$ cat src/rtl/oc_pkg.sv
package oc_pkg;

    localparam int CTL_W  = 16;
    localparam int HALF_W = CTL_W / 2;

    typedef enum logic [2:0] {
        OCM_FROZEN = 3'd0,
        OCM_SET    = 3'd1,
        OCM_CLR    = 3'd2,
        OCM_TOG    = 3'd3,
        OCM_LOW    = 3'd4,
        OCM_HIGH   = 3'd5,
        OCM_PWM_A  = 3'd6,
        OCM_PWM_B  = 3'd7
    } oc_mode_e;

    // Field order inside one half of the control word, MSB first.
    typedef struct packed {
        logic     clr_en;
        oc_mode_e mode;
        logic     preload;
        logic     fast;
        logic [1:0] sel;
    } oc_cfg_t;

endpackage

$ cat src/rtl/oc_ctl_decode.sv
module oc_ctl_decode
    import oc_pkg::*;
#(
    parameter bit HI_HALF = 1'b0
) (
    input  logic [CTL_W-1:0] ctl,
    output oc_cfg_t          cfg
);
    generate
        if (HI_HALF) begin : g_hi
            assign cfg = oc_cfg_t'(ctl[CTL_W-1:HALF_W]);
        end else begin : g_lo
            assign cfg = oc_cfg_t'(ctl[HALF_W-1:0]);
        end
    endgenerate
endmodule

$ cat src/rtl/oc_cmp_shadow.sv
module oc_cmp_shadow #(
    parameter int CNT_W = 16
) (
    input  logic             clk,
    input  logic             rst_n,
    input  logic             preload,
    input  logic             we,
    input  logic [CNT_W-1:0] wdata,
    input  logic             upd,
    output logic [CNT_W-1:0] active,
    output logic [CNT_W-1:0] shadow
);
    typedef struct packed {
        logic [CNT_W-1:0] active;
        logic [CNT_W-1:0] shadow;
    } cmp_st_t;

    cmp_st_t st_d, st_q;

    always_comb begin
        st_d = st_q;
        if (we) begin
            st_d.shadow = wdata;
        end
        if (preload) begin
            // The copy takes the shadow as it stood before this cycle's write.
            if (upd) begin
                st_d.active = st_q.shadow;
            end
        end else if (we) begin
            st_d.active = wdata;
        end
    end

    always_ff @(posedge clk or negedge rst_n) begin
        if (!rst_n) begin
            st_q <= '0;
        end else begin
            st_q <= st_d;
        end
    end

    assign active = st_q.active;
    assign shadow = st_q.shadow;
endmodule

$ cat src/rtl/oc_ref_gen.sv
module oc_ref_gen
    import oc_pkg::*;
#(
    parameter int CNT_W = 16
) (
    input  logic             clk,
    input  logic             rst_n,
    input  oc_cfg_t          cfg,
    input  logic [CNT_W-1:0] cnt,
    input  logic             cnt_en,
    input  logic             dir_down,
    input  logic [CNT_W-1:0] cmp,
    input  logic             upd,
    input  logic             ext_clr,
    output logic             ref_lvl
);
    typedef struct packed {
        logic lvl;
        logic clr_hold;
    } ref_st_t;

    ref_st_t st_d, st_q;
    logic    hit;
    logic    pwm_a;
    logic    clr_act;

    always_comb begin
        hit     = cnt_en && (cnt == cmp);
        pwm_a   = dir_down ? !(cnt > cmp) : (cnt < cmp);
        clr_act = cfg.clr_en && (st_q.clr_hold || ext_clr);

        st_d          = st_q;
        st_d.clr_hold = cfg.clr_en && (ext_clr || (st_q.clr_hold && !upd));

        if (cfg.sel != 2'd0) begin
            st_d.lvl = 1'b0;
        end else if (clr_act) begin
            st_d.lvl = 1'b0;
        end else begin
            unique case (cfg.mode)
                OCM_FROZEN: st_d.lvl = st_q.lvl;
                OCM_SET:    st_d.lvl = hit ? 1'b1 : st_q.lvl;
                OCM_CLR:    st_d.lvl = hit ? 1'b0 : st_q.lvl;
                OCM_TOG:    st_d.lvl = hit ? !st_q.lvl : st_q.lvl;
                OCM_LOW:    st_d.lvl = 1'b0;
                OCM_HIGH:   st_d.lvl = 1'b1;
                OCM_PWM_A:  st_d.lvl = pwm_a;
                OCM_PWM_B:  st_d.lvl = !pwm_a;
                default:    st_d.lvl = st_q.lvl;
            endcase
        end
    end

    always_ff @(posedge clk or negedge rst_n) begin
        if (!rst_n) begin
            st_q <= '0;
        end else begin
            st_q <= st_d;
        end
    end

    assign ref_lvl = st_q.lvl;
endmodule

$ cat src/rtl/oc_out_delay.sv
module oc_out_delay #(
    parameter int SLOW_EXTRA = 2
) (
    input  logic clk,
    input  logic rst_n,
    input  logic fast,
    input  logic lvl_in,
    output logic lvl_out
);
    localparam int LAST = SLOW_EXTRA - 1;

    logic [SLOW_EXTRA-1:0] pipe_d, pipe_q;

    always_comb begin
        pipe_d[0] = lvl_in;
        for (int i = 1; i < SLOW_EXTRA; i++) begin
            pipe_d[i] = pipe_q[i-1];
        end
    end

    always_ff @(posedge clk or negedge rst_n) begin
        if (!rst_n) begin
            pipe_q <= '0;
        end else begin
            pipe_q <= pipe_d;
        end
    end

    assign lvl_out = fast ? lvl_in : pipe_q[LAST];
endmodule

$ cat src/rtl/oc_channel.sv
module oc_channel
    import oc_pkg::*;
#(
    parameter int CNT_W      = 16,
    parameter bit HI_HALF    = 1'b0,
    parameter int SLOW_EXTRA = 2
) (
    input  logic             clk,
    input  logic             rst_n,
    input  logic [CNT_W-1:0] cnt_i,
    input  logic             cnt_en_i,
    input  logic             dir_down_i,
    input  logic             upd_i,
    input  logic             ctl_we_i,
    input  logic [15:0]      ctl_wdata_i,
    input  logic             cmp_we_i,
    input  logic [CNT_W-1:0] cmp_wdata_i,
    input  logic             ext_clr_i,
    output logic             oc_ref_o
);
    logic [CTL_W-1:0] ctl_d, ctl_q;
    oc_cfg_t          cfg;
    logic [CNT_W-1:0] active_cmp;
    logic [CNT_W-1:0] shadow_cmp;
    logic             ref_q;

    always_comb begin
        ctl_d = ctl_q;
        if (ctl_we_i) begin
            ctl_d = ctl_wdata_i;
        end
    end

    always_ff @(posedge clk or negedge rst_n) begin
        if (!rst_n) begin
            ctl_q <= '0;
        end else begin
            ctl_q <= ctl_d;
        end
    end

    oc_ctl_decode #(.HI_HALF(HI_HALF)) u_dec (
        .ctl (ctl_q),
        .cfg (cfg)
    );

    oc_cmp_shadow #(.CNT_W(CNT_W)) u_cmp (
        .clk     (clk),
        .rst_n   (rst_n),
        .preload (cfg.preload),
        .we      (cmp_we_i),
        .wdata   (cmp_wdata_i),
        .upd     (upd_i),
        .active  (active_cmp),
        .shadow  (shadow_cmp)
    );

    oc_ref_gen #(.CNT_W(CNT_W)) u_ref (
        .clk      (clk),
        .rst_n    (rst_n),
        .cfg      (cfg),
        .cnt      (cnt_i),
        .cnt_en   (cnt_en_i),
        .dir_down (dir_down_i),
        .cmp      (active_cmp),
        .upd      (upd_i),
        .ext_clr  (ext_clr_i),
        .ref_lvl  (ref_q)
    );

    oc_out_delay #(.SLOW_EXTRA(SLOW_EXTRA)) u_dly (
        .clk     (clk),
        .rst_n   (rst_n),
        .fast    (cfg.fast),
        .lvl_in  (ref_q),
        .lvl_out (oc_ref_o)
    );
endmodule

$ cat config.mk
export PLATFORM = sky130hd
export DESIGN_NAME = oc_channel
export DESIGN_NICKNAME = d
export VERILOG_FILES = /design/src/rtl/oc_pkg.sv /design/src/rtl/oc_ctl_decode.sv /design/src/rtl/oc_cmp_shadow.sv /design/src/rtl/oc_ref_gen.sv /design/src/rtl/oc_out_delay.sv /design/src/rtl/oc_channel.sv
export SDC_FILE = /design/constraint.sdc
export NUM_CORES = 1
export LEC_CHECK = 0
export CAP_MARGIN = 10
export CORE_UTILIZATION = 49
export DETAILED_ROUTE_END_ITERATION = 7
export PLACE_DENSITY = 0.81
export SETUP_SLACK_MARGIN = 0.2
export SYNTH_ARGS = -nofsm -noshare
export SYNTH_HDL_FRONTEND = slang
export SYNTH_SLANG_ARGS = --single-unit
$ cat constraint.sdc
create_clock -name clk -period 2.3 [get_ports clk]
set_input_delay 0.23 -clock clk [delete_from_list [all_inputs] [get_ports clk]]
set_output_delay 0.23 -clock clk [all_outputs]
set_load 0.05 [all_outputs]
Yosys cells after proc, flatten, opt, wreduce, memory -nomap -nowiden
Index checks and enable logic that the tools add are counted.
- order comparisons: 2
- equality and inequality tests: 13
- multiplexer cells: 11
- reduce and logical (&&, ||, !) cells: 15
- operators by type and width (operator ; number):
    two-way mux 16 bit ; 3
    equality test 16 bit ; 1
    greater-than comparator 16 bit ; 1
    < comparator 16 bit ; 1
    equality test 3 bit, second input constant ; 4
    != test 4 x 1 -> 1 bit, second input constant ; 3
    two-way mux 1 bit ; 7
    one-hot mux 1 bit (7 select lines) ; 1
    equality test 3 x 2 -> 1 bit, second input constant ; 2
    logical AND 1 bit ; 4
    zero test 1 bit ; 4
    AND reduction 4 bit ; 1
    nonzero test 2 bit ; 2
    equality test 3 x 1 -> 1 bit, second input constant ; 1
    zero test 3 bit ; 1
    != test 3 x 1 -> 1 bit, second input constant ; 1
    logical OR 1 bit ; 2
    != test 2 bit, second input constant ; 1
    AND reduction 2 bit ; 1
- flip-flop bits (word level): 44
- bits of input ports: 56
- output and inout bits: 1
- word-level logic and storage cells: 47

Depth between registers and ports, before layout
- depth in word-level cells: 7
- gate-level depth with buffers: 8
- gate-level depth less buffers: 8

Hierarchy
A second synthesis with hierarchy kept.
- cell total of the unflattened synthesis: 227
- area, all modules: 2981.6 sq um
- modules (own cells, without submodules) (module ; times used ; cells each ; area an instance (sq um) ; seq. area each (sq um)):
    oc_cmp_shadow ; 1 ; 104 ; 1612.8 ; 800.8
    oc_channel ; 1 ; 34 ; 649.4 ; 400.4
    oc_ref_gen ; 1 ; 78 ; 594.3 ; 50.0
    oc_out_delay ; 1 ; 3 ; 65.1 ; 50.0
    oc_ctl_decode ; 1 ; 8 ; 60.1 ; 0.0

Worst setup path after synthesis
No wires, ideal clock.
- kind: reg2reg
- from: register u_cmp.st_q, in the netlist u_cmp.active[1]
- to: register u_ref.st_q, in the netlist u_ref.ref_lvl
- setup time: 126 ps
- arrival: 1495 ps
- required time: 2174 ps
- slack: 678 ps
- stages on the path, launching flop included: 9
- buffers on the path: 0
- clock period less this slack: 1622 ps
- cell sequence: dfrtp_1 -> inv_1 -> ha_1 -> or2b_1 -> a211oi_1 -> o21ai_1 -> a22o_1 -> a21oi_1 -> o31ai_1
- word-level cells in the longest chain between the ends: 7
- elaborated cells on any way between the ends: 14
- those cells by class: order compare: 2; eq/ne: 4; mux: 4; reduce/logical: 4
- RTL lines (element ; RTL line ; text):
    from (decl) ; oc_cmp_shadow.sv:18 ; cmp_st_t st_d, st_q;
    from (signal assigned) ; oc_cmp_shadow.sv:39 ; st_q <= st_d;
    greater-than comparator 16 bit ; oc_ref_gen.sv:29 ; pwm_a = dir_down ? !(cnt > cmp) : (cnt < cmp);
    zero test 1 bit ; oc_ref_gen.sv:29 ;
    two-way mux 1 bit ; oc_ref_gen.sv:29 ;
    zero test 1 bit ; oc_ref_gen.sv:48 ; OCM_PWM_B: st_d.lvl = !pwm_a;
    one-hot mux 1 bit (7 select lines) ; oc_ref_gen.sv:40 ; unique case (cfg.mode)
    two-way mux 1 bit ; oc_ref_gen.sv:37 ; end else if (clr_act) begin
    two-way mux 1 bit ; oc_ref_gen.sv:35 ; if (cfg.sel != 2'd0) begin
    to (signal assigned) ; oc_ref_gen.sv:58 ; st_q <= st_d;
    to (decl) ; oc_ref_gen.sv:22 ; ref_st_t st_d, st_q;
Several ways; a longest one is shown, not always the timed one.
A chain may end at the register's enable or synchronous reset.

Final worst setup path
- from: register ctl_q[2]
- to: output port oc_ref_o
- word-level cells in the longest chain between the ends: 1
- RTL lines (element ; RTL line ; text):
    from (decl) ; oc_channel.sv:21 ; logic [CTL_W-1:0] ctl_d, ctl_q;
    from (signal assigned) ; oc_channel.sv:38 ; ctl_q <= ctl_d;
    two-way mux 1 bit ; oc_out_delay.sv:29 ; assign lvl_out = fast ? lvl_in : pipe_q[LAST];
    to (decl) ; oc_channel.sv:19 ; output logic oc_ref_o
Every way passes these cells.

==> summary.md <==
| Metric | Value |
|---|---|
| Fmax | `523.2 MHz` |
| Final Hold Viols | `0` |
| Layout Nets | `327` |
| 1st-iter DRT viols | `37` |
| Mapped Cells | `205` |
| Share of cells above drive strength 1 | `15.63%` |
| Sinks on Clock Net | `44` |
| Setup bufs post-CTS | `0` |
| Worst Reg-to-Reg Cells | `8` |
| Diodes inserted | `0` |
| H-tree depth | `2` |
| Setup crit start kind | `flip-flop` |
| R2R Setup Slk | `0.45 ns` |
| Synthesized Nets | `277` |
| Largest area contributor in the netlist | `dfrtp_1` |
| Clk_lat worst skew | `0.30 ns` |
| Initial Util | `51.51%` |
| First-pass GRT wire length | `7.017 mm` |
| Setup tns final | `0 ns` |
| Ys async rst share | `100.0%` |
| Root Driver | `clkbuf_8` |
| PwrDens | `652.3 nW/um^2` |
| Ys Warns | `0` |
| Total GRT Usage | `18.67%` |
| Internal Pwr Total | `1.355 mW` |
| Critical Path AT | `1.68 ns` |
| WHS | `0.06879 ns` |
| Drt wl/cell | `13.16 microns` |
| CP required | `2.07 ns` |
| GPL Wtd Cong | `0.7665` |
| CP Launch Point | `ctl_q[2]` |
| Worst-Margin Slew | `0.9254 ns` |
| CP max FO | `2` |
| Largest net degree at the start of global routing | `45` |
| Total gr overflow | `0` |
| Sw frac | `28.03%` |
| Post-cts resize count | `0` |
| CTS Hold Bufs | `0` |
| Share of power burned in registers | `49.6%` |
| DR vias/cell | `5.133` |
| Yosys reg bits | `44` |
| Critical Setup Path Class | `reg2out` |
| Longest Clk Path Bufs | `2` |
| IO buf count | `48` |
| DR pass1 iterations | `4` |
| Syn Area/Cell | `11.02 sq um` |
| FILL cells | `342` |
| RSZ-0062 raised after global routing | `false` |
| EDFF count, synth | `0` |
| Die area | `4885 sq um` |
| Area grow syn2layout | `27.76%` |
| Via count | `1581` |
| HPWL after detailed placement | `3.216 mm` |
| Total CTS buffers | `5` |
| Status | `complete, no violations` |
| Final period util | `83.11%` |
| Number of top-level pins | `57` |
| VDD IR max | `0.4337 mV` |
| Vias in the first global route | `1622` |
| Slew Viols, Final | `0` |
| Leak Pwr | `1.308 nW` |
| Clock Skew | `0.008834 ns` |
| Post-synthesis sequential area ratio | `48.75%` |
| Clock Pin Slew Worst Setup and Hold Paths | `0.08 ns` |
| Synth top area cells | `dfrtp_1, mux2_2, ha_1` |
| Dominant synthesized flop cell | `dfrtp_1` |
| Net switching power figure | `527.6 uW` |
| Final setup fails | `0` |
| R2r startpoint | `u_cmp.active[13]` |
| CTS tree | `done` |
| Max-cap violations | `0` |
| # DRC | `0` |
| WL final | `4.052 mm` |
| FP Rows | `24` |
| Synth unique cells | `29` |
| Clock Power Share | `26.5%` |
| Fin crit period | `1.911 ns` |
| Slew headroom | `38.31%` |
| Total core area | `4384 sq um` |
| Routed Antenna Nets | `0` |
| Initial antenna violation count | `0` |
| Chip Height | `69.89 microns` |
| Endpoint type of the worst setup path | `output port` |
| Post-synth top area share | `48.75%` |
| Die width | `69.89 microns` |
| HP Class | `in2async` |
| Mapped Area | `2258 sq um` |
| Gate power share | `23.9%` |
state kept, by name, indices dropped and copies added, names as in the netlist:
register and count:
u_ref.st_q 1, u_dly.pipe_q 2, ctl_q 8, u_ref.ref_lvl 1, u_cmp.active 16, u_cmp.shadow 16
power groups by stage:
stage / registers [mW] / clock network, mW / logic (mW)
after global placement: 0.944 / 0 / 0.435
after CTS: 0.933 / 0.520 / 0.459
after floorplan: 0.929 / 0 / 0.296
final: 0.933 / 0.499 / 0.450
after global routing: 0.947 / 0.554 / 0.517
after detailed placement: 0.949 / 0 / 0.457
path summary, 6_finish.rpt:
path	to
worst max-delay path	oc_ref_o
worst min register to register	u_dly.pipe_q[1]
max in group asynchronous	ctl_q[6]
worst min-delay path	u_cmp.active[5]
min in group clk	u_dly.pipe_q[1]
worst max register to register	u_ref.ref_lvl
routing by layer:
metal,track usage (%),vias up,routed length (microns)
li1,-,809,-
met1,23.08,740,1788
met2,31.62,27,2041
met3,3.896,5,154
met4,8.000,0,67
met5,0,-,0
cells by family after synthesis:
logic type,count (synthesis),share of synthesized area (%)
flip-flops,44,48.75
multiplexers,41,19.50
AO/OA/AOI/OAI,39,9.751
AND/OR/NAND/NOR,38,8.366
buffers and inverters,27,4.764
adder cells (fa/ha/maj),16,8.864
worst max-delay path: stages (launching register included):
cell and delay [ns]:
dfrtp_1 0.39, mux2_2 0.22, clkdlybuf4s50_1 0.79
placed cells by master (no fill, tap or decap), drive strengths merged, types with 2 or more instances in the layout:
cell type / count
a31oi: 2
o21ai: 21
clkbuf: 6
a211oi: 2
a21oi: 9
buf: 4
nor2: 3
clkdlybuf4s50: 47
nand2: 25
dfrtp: 44
ha: 16
nand4: 2
mux2i: 17
mux2: 24
inv: 20
Yosys cell counts (2+ instances only):
cell / count
dfrtp_1: 44
mux2_2: 24
nand2_1: 24
o21ai_0: 20
inv_1: 19
mux2i_1: 17
ha_1: 16
a21oi_1: 9
buf_2: 5
clkbuf_1: 3
nor2_1: 3
a211oi_1: 2
a31oi_1: 2
nand4_1: 2
layout make-up:
cell class	instances	area (sq um)	area share (%)
clock inverters	2	13.76	0.4770
repair buffers	51	498.0	17.26
flip-flops and latches	44	1101	38.16
multi-input cells	134	1054	36.51
inverters	19	71.32	2.472
well taps	52	65.06	2.255
clock buffers	6	82.58	2.862
stage by stage:
| step | cell area (sq um) | setup slack, ns | total power [mW] | util, % | std cells |
|---|---|---|---|---|---|
| 2_1_floorplan | 2258 | 0.6783 | 1.225 | - | 205 |
| 3_3_place_gp | 2789 | 0.2715 | 1.380 | 63.61 | 300 |
| 3_5_place_dp | 2789 | 0.1846 | 1.407 | 63.61 | 300 |
| 4_1_cts | 2885 | 0.3766 | 1.911 | 65.81 | 308 |
| 5_1_grt | 2885 | 0.2499 | 2.018 | 65.81 | 308 |
| 6_report | 2885 | 0.3885 | 1.882 | 65.81 | 308 |
Note: power is estimated with default switching activity, not from simulation.
